===== src/rtl/sample_debouncer.sv =====
module sample_debouncer #(
  parameter int NUM_IN = 8,
  parameter int PRE_W  = 20
) (
  input  logic              clk,
  input  logic              rst_n,
  input  logic              cfg_we,
  input  logic [31:0]       cfg_wdata,
  output logic [31:0]       cfg_rdata,
  input  logic [NUM_IN-1:0] din,
  output logic [NUM_IN-1:0] data_q
);

  localparam logic [PRE_W-1:0] ONE = {{(PRE_W-1){1'b0}}, 1'b1};

  logic [31:0]       ctrl_q;
  logic              in_en;
  logic [2:0]        rate_sel;
  logic [4:0]        shamt;
  logic [PRE_W-1:0]  lim;
  logic [PRE_W-1:0]  pre_cnt;
  logic              smp_stb;
  logic [NUM_IN-1:0] sync1_q, sync2_q, prev_q, agree;
  logic              vld_q;

  assign cfg_rdata = ctrl_q;
  assign in_en     = ctrl_q[7];
  assign rate_sel  = ctrl_q[2:0];
  assign shamt     = 5'd6 + {1'b0, rate_sel, 1'b0};

  always_comb begin
    if (rate_sel == 3'd0) lim = '0;
    else                  lim = (ONE << shamt) - ONE;
  end

  assign smp_stb = (pre_cnt == lim);
  assign agree   = ~(sync2_q ^ prev_q);

  always_ff @(posedge clk or negedge rst_n) begin
    if (!rst_n)      ctrl_q <= '0;
    else if (cfg_we) ctrl_q <= cfg_wdata;
  end

  always_ff @(posedge clk or negedge rst_n) begin
    if (!rst_n)       pre_cnt <= '0;
    else if (cfg_we)  pre_cnt <= '0;
    else if (smp_stb) pre_cnt <= '0;
    else              pre_cnt <= pre_cnt + ONE;
  end

  always_ff @(posedge clk or negedge rst_n) begin
    if (!rst_n) begin
      sync1_q <= '0;
      sync2_q <= '0;
    end else begin
      sync1_q <= din;
      sync2_q <= sync1_q;
    end
  end

  always_ff @(posedge clk or negedge rst_n) begin
    if (!rst_n) begin
      prev_q <= '0;
      vld_q  <= 1'b0;
      data_q <= '0;
    end else if (!in_en) begin
      vld_q <= 1'b0;
    end else if (smp_stb) begin
      prev_q <= sync2_q;
      vld_q  <= 1'b1;
      if (vld_q) data_q <= (data_q & ~agree) | (sync2_q & agree);
    end
  end

endmodule



===== config.mk =====
export PLATFORM = sky130hd
export DESIGN_NAME = sample_debouncer
export DESIGN_NICKNAME = d
export VERILOG_FILES = /design/src/rtl/sample_debouncer.sv
export SDC_FILE = /design/constraint.sdc
export NUM_CORES = 1
export LEC_CHECK = 0
export ABC_AREA = 1
export CORE_MARGIN = 5
export CORE_UTILIZATION = 46
export CTS_CLUSTER_SIZE = 24
export DETAILED_ROUTE_END_ITERATION = 6
export PLACE_DENSITY = 0.78
export REMOVE_ABC_BUFFERS = 1
export SETUP_SLACK_MARGIN = 0.2
export SYNTH_ARGS = -nofsm -noshare
export SYNTH_HDL_FRONTEND = slang
export SYNTH_SLANG_ARGS = --single-unit

===== constraint.sdc =====
create_clock -name clk -period 1.69 [get_ports clk]
set_input_delay 0.507 -clock clk [delete_from_list [all_inputs] [get_ports clk]]
set_output_delay 0.507 -clock clk [all_outputs]
set_load 0.03 [all_outputs]

* Word level (Yosys, flattened, before mapping) *
Index checks and enable logic that the tools add are counted.

operators by class
  add/sub/neg operators = 3
  equal/unequal tests = 2
  shifts and indexed selects = 1
  multiplexer cells = 5
  bitwise operators = 6
  reductions and logical operators = 3

operators by type and width
  operator               count
  $mux 20                3
  $add 20x1->20 const B  1
  $eq 20x20->1           1
  $shl 1x5->20 const A   1
  $sub 20x1->20 const B  1
  $and 8x8->8            2
  $not 8->8              2
  $or 8x8->8             1
  $xor 8x8->8            1
  $add 3x4->5 const A    1
  $logic_not 3->1        1
  $reduce_and 3->1       1
  $mux 1                 2
  $ne 2x1->1 const B     1
  $reduce_and 2->1       1

storage, ports and cells
  flip-flop bits (word level) = 85
  input bits = 43
  output and inout port bits = 40
  logic and storage cells = 27

* Logic depth before layout (Yosys ltp) *
Gate-level depths: netlist (run 1).

  depth after elaboration = 7
  depth in mapped cells = 14

* Least setup slack after synthesis (run 1) *
No wires, ideal clock.

  path type = register to register
  start = register ctrl_q[2] (netlist: cfg_rdata[2])
  end = register prev_q[6]
  setup time = 117 ps
  arrival = 1892 ps
  data required time = 1573 ps
  slack = -320 ps
  stages on the path, launching flop included = 13
  path buffers = 2
  clock period less this slack = 2010 ps
  cells stage by stage = dfrtp_1 buf_4 inv_2 nand3_1 nand3b_1 nand2_1 nor2_1 nand3_2 nor2_8 nand2_4 buf_6 nand2_1 o21ai_2

between the ends
  longest elaborated chain between the ends = 6
  elaborated cells on any way between the ends = 7
  classes of those cells = add/sub (2); eq/ne (1); shift (1); mux (1); reduce/logical (2)

ends and longest elaborated chain
  what                                 RTL line  text
  start, declared                      16        logic [31:0] ctrl_q;
  start signal, assigned               41        else if (cfg_we) ctrl_q <= cfg_wdata;
  $add 3x4->5                          29        assign shamt = 5'd6 + {1'b0, rate_sel, 1'b0};
  $shl 1x5->20                         33        else lim = (ONE << shamt) - ONE;
  $sub 20x1->20                        33
  $mux 20 *                            32        if (rate_sel == 3'd0) lim = '0;
  $eq 20x20->1 *                       36        assign smp_stb = (pre_cnt == lim);
  $reduce_and 2->1 (no source line) *  --
  end signal, assigned                 69        prev_q <= sync2_q;
  end, declared                        23        logic [NUM_IN-1:0] sync1_q, sync2_q, prev_q, agree;

Mark *: on every way between the ends. The rest lies on a longest branch, timed or not.
A chain may end at the register's enable or synchronous reset.

* Final worst setup path (run 1) *
  start = register ctrl_q[2] (netlist: cfg_rdata[2])
  end = register pre_cnt[9]

between the ends
  longest elaborated chain between the ends = 7
  elaborated cells on any way between the ends = 8
  classes of those cells = add/sub (2); eq/ne (1); shift (1); mux (3); reduce/logical (1)

ends and longest elaborated chain
  what                  RTL line  text
  $add 3x4->5           29
  $shl 1x5->20          33
  $sub 20x1->20         33
  $mux 20 *             32
  $eq 20x20->1 *        36
  $mux 20 *             47        else if (smp_stb) pre_cnt <= '0;
  $mux 20 *             46        else if (cfg_we) pre_cnt <= '0;
  end signal, assigned  48        else pre_cnt <= pre_cnt + ONE;
  end, declared         21        logic [PRE_W-1:0] pre_cnt;

Marked as above.

==> flow_summary.rst, run 1 <==
.. list-table::
   :header-rows: 1

   * - Metric
     - Value
   * - Clock skew after layout
     - 0.0123 ns
   * - Leading cell types by count after synthesis
     - sky130_fd_sc_hd__nand2_1, sky130_fd_sc_hd__dfrtp_1, sky130_fd_sc_hd__nor2_1
   * - Port Buffers
     - 82
   * - Part of the Yosys area used for sequential elements
     - between 50% and 60%
   * - Count of nets after finishing
     - 637
   * - Met3 routed WL
     - roughly 870 microns
   * - Drt initial violations
     - 343
   * - Minimum setup slack after placement
     - -0.274 ns
   * - Vias in the first global route
     - 3555
   * - Relative contribution of sequential cells to total power
     - 49.3%
   * - CTS clock-pin slew for the worst setup and hold paths
     - around 0.090 ns
   * - Required @ worst endpoint
     - 1.94 ns
   * - Max stage delay cell, worst path
     - sky130_fd_sc_hd__dfrtp_2
   * - Synth cell types
     - 32
   * - Number of DRC violations after detailed routing
     - 0
   * - Arrival time worst endpoint
     - 2.24 ns
   * - Crit path cell chain
     - buf_6, nand2_2, nand2_1, nand2_1, nand2_1, nor2_1, nand3_1, nor2_2, nand2_2, nor2_8, buf_6, nor2_4, buf_4, clkinvlp_4, nor2_1
   * - Post-synth top flop
     - sky130_fd_sc_hd__dfrtp_1
   * - Critical setup path kind
     - register to register
   * - Clock Power Share
     - 33.7%
   * - Insertion delay of the later-clocked pin in the worst-skew pair
     - between 0.3 and 0.4 ns
   * - Last element of the critical path
     - pre_cnt[9]$_DFF_PN0_
   * - Initial standard-cell utilization of the core
     - 46.9%
   * - Hpwl dp
     - 6.62 mm
   * - Largest vdd supply drop
     - 0.548 mV
   * - Final Setup Violations
     - 40
   * - Failing checks
     - setup timing
   * - Top area cells in the synthesized netlist
     - sky130_fd_sc_hd__dfrtp_1, sky130_fd_sc_hd__nand2_1, sky130_fd_sc_hd__nor2_1
   * - Max Root-Sink Buffers
     - 2
   * - Global placement routability congestion
     - ~0.94
   * - Clock Sink Count
     - 85
   * - Largest stage delay, worst path
     - 0.48 ns
   * - Share of total power in combinational logic
     - 17.0%
   * - Via density per instance
     - between 5 and 6
   * - Share of the cycle needed by the critical path after routing
     - 118%
   * - Share of synthesized registers carrying an async set or reset
     - 100%
   * - FMAX
     - 0.503 GHz
   * - Source of the critical timing path
     - cfg_rdata[2]$_DFFE_PN0P_
   * - Status
     - finished with violations
   * - Via Count
     - 3565
   * - Critical path depth
     - 15
   * - CTS H-tree depth
     - 3
   * - Overall routed net length
     - ~10 mm
   * - Pin count of the biggest net entering global routing
     - 86
   * - Number of cells on the worst reg-to-reg path
     - 15
   * - Average detailed-routed wire length per instance
     - 14.4 microns
   * - Final critical-path setup slack
     - -0.300 ns
   * - Detail Route met2 WL
     - 4.92 mm
   * - Total power per unit cell area
     - 832 nW/um^2
   * - Leading area contributor after synthesis
     - sky130_fd_sc_hd__dfrtp_1
   * - Crit-path leading delay family
     - simple AND/OR/NAND/NOR gates
   * - Flop-to-flop setup slack
     - -0.30 ns
   * - Unrepaired setup endpoints after global routing
     - true
   * - Floorplan die width
     - 101 microns
   * - Overall power
     - 4.49 mW
   * - First-pass detailed-route iteration total
     - 5
   * - Register bit total from synthesis
     - 85
   * - All-Layer GR Usage
     - 20.2%
   * - Fin crit period
     - 1.99 ns
   * - Fraction of final layout cells sized beyond drive strength 1
     - roughly 28%
   * - Number of nets with antenna violations after detailed routing
     - 0
   * - Final antenna diode count
     - 0
   * - Global-route wire length before repair
     - around 16 mm
   * - Uppermost metal layer occupied by signal nets
     - met4
   * - Total Negative Setup Slacks
     - -8.74 ns
   * - Sum of overflow across all layers after global routing
     - 0
   * - Hold-fix buffers, CTS
     - 0
   * - Max-cap viol count
     - 0
   * - Number of buffers and inverters on the critical path
     - 4
   * - Proportion of netlist area held by the largest area contributor
     - 55.7%
   * - Number of hold violations in the final report
     - 0
   * - Synthesized instance count
     - 444
   * - Total I/O pin count
     - 83
   * - Antenna violations before repair
     - 0
   * - Num CTS Buffers
     - 9
   * - Area added between synthesis and finish
     - 41.5%
   * - Synthesized area per cell
     - 8.60 sq um
   * - Y dimension of the die
     - 101 microns
   * - Finished Core Util
     - 66.4%
   * - Most prevalent standard cell on the critical path
     - sky130_fd_sc_hd__nand2_1
   * - Switching power summed over all nets
     - 1.34 mW
   * - Capture instance of the worst register-to-register path
     - pre_cnt[9]$_DFF_PN0_
   * - Type of the worst min-delay path
     - primary input to asynchronous set/reset pin
   * - Row count
     - 33
   * - Internal
     - 3.15 mW
   * - Die outline area
     - 10200 sq um
   * - Leakage power summed over all cells
     - 2.74 nW
   * - Total routed wire length on the met1 layer
     - 4.07 mm
   * - TritonCTS clock tree
     - yes
   * - Number of synthesized flops with an enable pin
     - 0
   * - Kind of start point of the critical path
     - register
   * - Root Buffer Master
     - sky130_fd_sc_hd__clkbuf_8
   * - Post-synthesis instance area
     - 3820 sq um
   * - Placeable core region
     - 8130 sq um
   * - Nature of the critical path endpoint
     - register
   * - Smallest hold slack
     - roughly 0.15 ns
   * - Number of synthesis warnings
     - 0
   * - Count leader, synth
     - sky130_fd_sc_hd__nand2_1
   * - Reg2reg start
     - cfg_rdata[2]$_DFFE_PN0P_
   * - Net switching fraction of the power
     - 29.8%
   * - Final Max Slew Viols
     - 0
   * - Highest fanout seen on the critical path
     - 5
## registers in the layout, summed over array words and instances, names as in the netlist, named ones only
name	count
cfg_rdata	32
pre_cnt	20
prev_q	8
sync1_q	8
sync2_q	8
vld_q	1
## power groups by stage
stage                     logic, mW  registers (mW)  clock network (mW)
after floorplan               0.217            2.38                   0
after global placement        0.731            2.25                   0
after detailed placement      0.746            2.25                   0
after CTS                     0.732            2.21                1.52
after global routing          0.834            2.23                1.64
final                         0.763            2.22                1.51
## cells in the final DEF, fill, tap and decap left out, types with 3 or more instances in the layout
| master | instances |
|---|---|
| sky130_fd_sc_hd__a21oi_1 | 3 |
| sky130_fd_sc_hd__buf_2 | 28 |
| sky130_fd_sc_hd__buf_4 | 57 |
| sky130_fd_sc_hd__buf_6 | 15 |
| sky130_fd_sc_hd__clkbuf_4 | 3 |
| sky130_fd_sc_hd__clkbuf_8 | 9 |
| sky130_fd_sc_hd__clkdlybuf4s50_1 | 41 |
| sky130_fd_sc_hd__clkinvlp_4 | 4 |
| sky130_fd_sc_hd__dfrtp_1 | 81 |
| sky130_fd_sc_hd__dfrtp_2 | 4 |
| sky130_fd_sc_hd__inv_1 | 29 |
| sky130_fd_sc_hd__inv_2 | 3 |
| sky130_fd_sc_hd__nand2_1 | 166 |
| sky130_fd_sc_hd__nand2_2 | 6 |
| sky130_fd_sc_hd__nand3_1 | 16 |
| sky130_fd_sc_hd__nand4_1 | 13 |
| sky130_fd_sc_hd__nor2_1 | 34 |
| sky130_fd_sc_hd__nor2_2 | 10 |
| sky130_fd_sc_hd__o21a_1 | 7 |
| sky130_fd_sc_hd__o21ai_0 | 6 |
| sky130_fd_sc_hd__o21ai_1 | 6 |
| sky130_fd_sc_hd__o21ai_2 | 8 |
| sky130_fd_sc_hd__xnor2_1 | 3 |
| sky130_fd_sc_hd__xor2_1 | 11 |
## metrics by stage
| stage | std cells | instance area, sq um |
|---|---|---|
| finish | 702 | 5400 |
| global route | 702 | 5400 |
| CTS | 690 | 5240 |
| floorplan | 433 | 3760 |
| global placement | 665 | 5050 |
| detailed placement | 665 | 5050 |
## layer usage
layer | up-vias | track usage (%)
li1 | 1687 | -
met1 | 1693 | 25.3
met2 | 153 | 33.6
met3 | 32 | 7.13
met4 | 0 | 4.60
met5 | - | 0
## worst min path at each step
stage                    startpoint                          to  slack (ns)  depth (start not counted)
5_1_grt                       rst_n    cfg_rdata[7]$_DFFE_PN0P_        0.20                          2
4_1_cts                       rst_n   cfg_rdata[16]$_DFFE_PN0P_        0.20                          2
3_5_place_dp   sync1_q[5]$_DFF_PN0_        sync2_q[5]$_DFF_PN0_        0.34                          0
3_3_place_gp   sync1_q[4]$_DFF_PN0_        sync2_q[4]$_DFF_PN0_        0.33                          0
2_1_floorplan                 rst_n  asynchronous set/reset pin        0.21                          0
6_report                      rst_n   cfg_rdata[16]$_DFFE_PN0P_        0.15                          2
## worst register-to-register path, stage by stage (launching register included)
cell and delay [ns]:
sky130_fd_sc_hd__dfrtp_2 0.48, sky130_fd_sc_hd__buf_6 0.15, sky130_fd_sc_hd__nand2_2 0.05, sky130_fd_sc_hd__nand2_1 0.04, sky130_fd_sc_hd__nand2_1 0.05, sky130_fd_sc_hd__nand2_1 0.05, sky130_fd_sc_hd__nor2_1 0.13, sky130_fd_sc_hd__nand3_1 0.12
sky130_fd_sc_hd__nor2_2 0.11, sky130_fd_sc_hd__nand2_2 0.09, sky130_fd_sc_hd__nor2_8 0.15, sky130_fd_sc_hd__buf_6 0.12, sky130_fd_sc_hd__nor2_4 0.05, sky130_fd_sc_hd__buf_4 0.15, sky130_fd_sc_hd__clkinvlp_4 0.11, sky130_fd_sc_hd__nor2_1 0.05
## cell type report
class	instances	area (sq um)
clock inverters	7	80.1
fillers	619	2730
inverters	34	138
repair inverters	3	22.5
well taps	105	131
flip-flops and latches	85	2130
repair buffers	145	1190
multi-input cells	314	1580
clock buffers	9	124
## kinds of logic (layout without fill, tap and decap cells)
logic type,count (synthesis),count (layout),share of synthesized area [%]
xor gates and xnor gates,14,14,3.21
buffers and inverters,46,198,5.05
DFF,85,85,55.7
other,1,2,0.0982
AOI/OAI and AO/OA,33,33,5.60
adders and majority gates,2,2,0.655
and+or+nand+nor,263,263,29.7
## what timing repair did
item | CTS | global route
endpoints found under the setup margin | 77 | 49
gates cloned | 2 | 1
buffers inserted | 7 | 11
gates resized for setup | 209 | 30
pin swaps | 4 | 3
hold endpoints to repair | 0 | 0
Note: power is estimated with default switching activity, not from simulation.
==> run 2: changes to the inputs <==
--- a/config.mk
+++ b/config.mk
@@ -11,6 +11,7 @@
 export CTS_CLUSTER_SIZE = 24
 export DETAILED_ROUTE_END_ITERATION = 6
 export PLACE_DENSITY = 0.78
+export RECOVER_POWER = 100
 export REMOVE_ABC_BUFFERS = 1
 export SETUP_SLACK_MARGIN = 0.2
 export SYNTH_ARGS = -nofsm -noshare
==> constraint.sdc (replaced) <==
create_clock -name clk -period 1.65 [get_ports clk]
set_input_delay 0.495 -clock clk [delete_from_list [all_inputs] [get_ports clk]]
set_output_delay 0.495 -clock clk [all_outputs]
set_load 0.03 [all_outputs]
==> flow_summary.rst, run 2 (synthesis gave the netlist of run 1 again) <==
.. list-table::
   :header-rows: 1

   * - Metric
     - Value
   * - Via density per instance
     - 4.88 (-3.8%)
   * - CTS clock-pin slew for the worst setup and hold paths
     - 0.09 ns (about the same)
   * - Kind of start point of the critical path
     - register
   * - Status
     - finished with violations
   * - Average detailed-routed wire length per instance
     - 13.9 microns (-3.8%)
   * - Via Count
     - 3477 (-2.5%)
   * - Area of combinational cells with multiple inputs
     - 1580 sq um (-0.47%)
   * - Max_slew headroom
     - 25.4%
   * - Required @ worst endpoint
     - 1.90 ns (-0.04 ns)
   * - Num CTS Buffers
     - 9 (unchanged)
   * - Max-cap viol count
     - 0 (unchanged)
   * - Row count
     - 33 (unchanged)
   * - Detail Route met2 WL
     - 4.72 mm (-4.0%)
   * - Clock skew after layout
     - 0.00940 ns (-0.00293 ns)
   * - Placeable core region
     - 8130 sq um (unchanged)
   * - Final antenna diode count
     - 0 (unchanged)
   * - TritonCTS clock tree
     - yes
   * - Largest vdd supply drop
     - 0.498 mV (-9.2%)
   * - Final Setup Violations
     - 39 (-2.5%)
   * - Leakage power summed over all cells
     - 2.84 nW (+3.8%)
   * - Global placement routability congestion
     - 0.945 (about the same)
   * - Nature of the critical path endpoint
     - register
   * - CTS H-tree depth
     - 3 (unchanged)
   * - Total I/O pin count
     - 83 (unchanged)
   * - Number of nets with antenna violations after detailed routing
     - 0 (unchanged)
   * - Y dimension of the die
     - 101 microns (unchanged)
   * - Minimum setup slack after placement
     - -0.326 ns (-0.0526 ns)
   * - Overall routed net length
     - 9.88 mm (-2.4%)
   * - Most common cell after layout, fill and taps aside
     - sky130_fd_sc_hd__nand2_1
   * - Max Root-Sink Buffers
     - 2 (unchanged)
   * - Number of fill cells in the layout
     - 602 (-2.7%)
   * - Drt initial violations
     - 258 (-25%)
   * - Failing checks
     - setup timing
   * - Floorplan die width
     - 101 microns (unchanged)
   * - Pin count of the biggest net entering global routing
     - 86 (unchanged)
   * - Fin crit period
     - 2.00 ns (+0.00815 ns)
   * - Flip-flop and latch area
     - 2130 sq um (unchanged)
   * - Largest register FFs
     - 32 (unchanged)
   * - Hpwl dp
     - 6.43 mm (-2.8%)
   * - Arrival time worst endpoint
     - 2.25 ns (about the same)
   * - Critical setup path kind
     - register to register
   * - Clock Sink Count
     - 85 (unchanged)
   * - Unrepaired setup endpoints after global routing
     - true
   * - Root Buffer Master
     - sky130_fd_sc_hd__clkbuf_8
   * - All-Layer GR Usage
     - 20.4% (+0.20 points)
   * - Fraction of final layout cells sized beyond drive strength 1
     - 29.2% (+0.68 points)
   * - Uppermost metal layer occupied by signal nets
     - met4
   * - Total routed wire length on the met1 layer
     - 4.10 mm (+0.59%)
   * - Area added between synthesis and finish
     - 46.3%
   * - Antenna violations before repair
     - 0 (unchanged)
   * - Number of DRC violations after detailed routing
     - 0 (unchanged)
   * - Number of hold violations in the final report
     - 0 (unchanged)
   * - First-pass detailed-route iteration total
     - 4 (-1)
   * - Insertion delay of the later-clocked pin in the worst-skew pair
     - 0.36 ns (about the same)
   * - Met3 routed WL
     - 779 microns (-10%)
   * - Final Max Slew Viols
     - 0 (unchanged)
   * - Type of the worst min-delay path
     - register to register
   * - Hold-fix buffers, CTS
     - 0 (unchanged)
   * - Global-route wire length before repair
     - 16.6 mm (+1.3%)
   * - Sum of overflow across all layers after global routing
     - 0 (unchanged)
   * - Final critical-path setup slack
     - -0.348 ns (-0.0482 ns)
   * - Transition at the pin with the smallest max-transition slack
     - about 1.1 ns
   * - FMAX
     - 0.500 GHz (-0.41%)
   * - Commonest cells after routing, fill and taps aside
     - sky130_fd_sc_hd__nand2_1, sky130_fd_sc_hd__dfrtp_1, sky130_fd_sc_hd__buf_4, sky130_fd_sc_hd__nor2_1, sky130_fd_sc_hd__buf_6
   * - Smallest hold slack
     - 0.353 ns (+0.203 ns)
   * - Vias in the first global route
     - 3589 (+0.96%)
   * - Count of nets after finishing
     - 648 (+1.7%)
   * - Finished Core Util
     - 68.7% (+2.2 points)
   * - Die outline area
     - 10200 sq um (unchanged)
   * - Port Buffers
     - 82 (unchanged)
   * - Highest fanout seen on the critical path
     - 6 (+1)
   * - Share of the cycle needed by the critical path after routing
     - 121% (+3.3 points)
   * - Initial standard-cell utilization of the core
     - 46.9% (unchanged)
   * - Total Negative Setup Slacks
     - -11.20 ns (-2.46 ns)
   * - Total power per unit cell area
     - 816 nW/um^2 (-2.0%)
==> run 2: cell types whose count changed in the layout (fill, tap and decap cells not counted), moves of 6 or more <==
cell | previous run | this run
sky130_fd_sc_hd__buf_6 | 15 | 35
sky130_fd_sc_hd__nor2_1 | 34 | 42
sky130_fd_sc_hd__buf_4 | 57 | 76
sky130_fd_sc_hd__nor2_2 | 10 | 2
sky130_fd_sc_hd__dlygate4sd3_1 | 0 | 8
sky130_fd_sc_hd__clkdlybuf4s50_1 | 41 | 32
sky130_fd_sc_hd__nand2_2 | 6 | 12
sky130_fd_sc_hd__buf_2 | 28 | 2
==> run 2: layout make-up <==
type	count	area share, %
Tap cell	105	2.35
Sequential cell	85	38.2
Timing Repair inverter	2	0.269
Multi-Input combinational cell	315	28.2
Clock inverter	3	0.471
Clock buffer	12	2.96
Inverter	34	2.42
Timing Repair Buffer	156	25.1
==> run 2: final timing paths <==
path / startpoint / to / slack (ns) / cells after the start
worst max-delay path: cfg_rdata[1]$_DFFE_PN0P_ / pre_cnt[17]$_DFF_PN0_ / -0.35 / 14
worst min-delay path: sync1_q[1]$_DFF_PN0_ / sync2_q[1]$_DFF_PN0_ / 0.35 / 0
worst max register to register: cfg_rdata[1]$_DFFE_PN0P_ / pre_cnt[17]$_DFF_PN0_ / -0.35 / 14
worst min register to register: sync1_q[1]$_DFF_PN0_ / sync2_q[1]$_DFF_PN0_ / 0.35 / 0
max in group asynchronous: rst_n / cfg_rdata[1]$_DFFE_PN0P_ / 0.40 / 2
min in group asynchronous: rst_n / cfg_rdata[13]$_DFFE_PN0P_ / 0.48 / 2
==> run 2: metal layers <==
| metal | track usage (%) | vias up |
|---|---|---|
| met2 | 32.1 | 115 |
| met5 | 0 | - |
| met3 | 7.40 | 26 |
| met1 | 25.8 | 1617 |
| met4 | 7.57 | 0 |
| li1 | - | 1719 |
==> run 2: stage by stage <==
stage	std cells	area [sq um]	power [mW]
final	712	5580	4.56
after global routing	712	5580	4.80
after CTS	701	5340	4.50
after detailed placement	669	5080	3.06
after global placement	669	5080	3.05
after floorplan	433	3760	2.66
==> run 2: power by group <==
group	total [mW]	internal (mW)	switching (mW)
sequential	2.28	2.19	0.0885
combinational	0.833	0.368	0.465
clock	1.44	0.677	0.763
total	4.56	3.24	1.32
==> run 2: what timing repair did <==
action                                  in CTS  in global routing
pin swaps                                    4                  3
endpoints found under the setup margin      77                102
buffers inserted                            14                 11
gates cloned                                 3                  0
gates resized for setup                    217                 87
==> run 2: critical path, cell delays in order (launching register included) <==
cell and delay, ns:
sky130_fd_sc_hd__dfrtp_2 0.48, sky130_fd_sc_hd__inv_2 0.14, sky130_fd_sc_hd__nand2_2 0.08, sky130_fd_sc_hd__nand3_1 0.07
sky130_fd_sc_hd__nand2_1 0.05, sky130_fd_sc_hd__nor2_1 0.12, sky130_fd_sc_hd__nand3_1 0.11, sky130_fd_sc_hd__nor2_2 0.12
sky130_fd_sc_hd__nand2_2 0.10, sky130_fd_sc_hd__nor2_8 0.16, sky130_fd_sc_hd__buf_6 0.12, sky130_fd_sc_hd__nor2_4 0.05
sky130_fd_sc_hd__buf_4 0.16, sky130_fd_sc_hd__nand2_1 0.06, sky130_fd_sc_hd__nor2_1 0.04
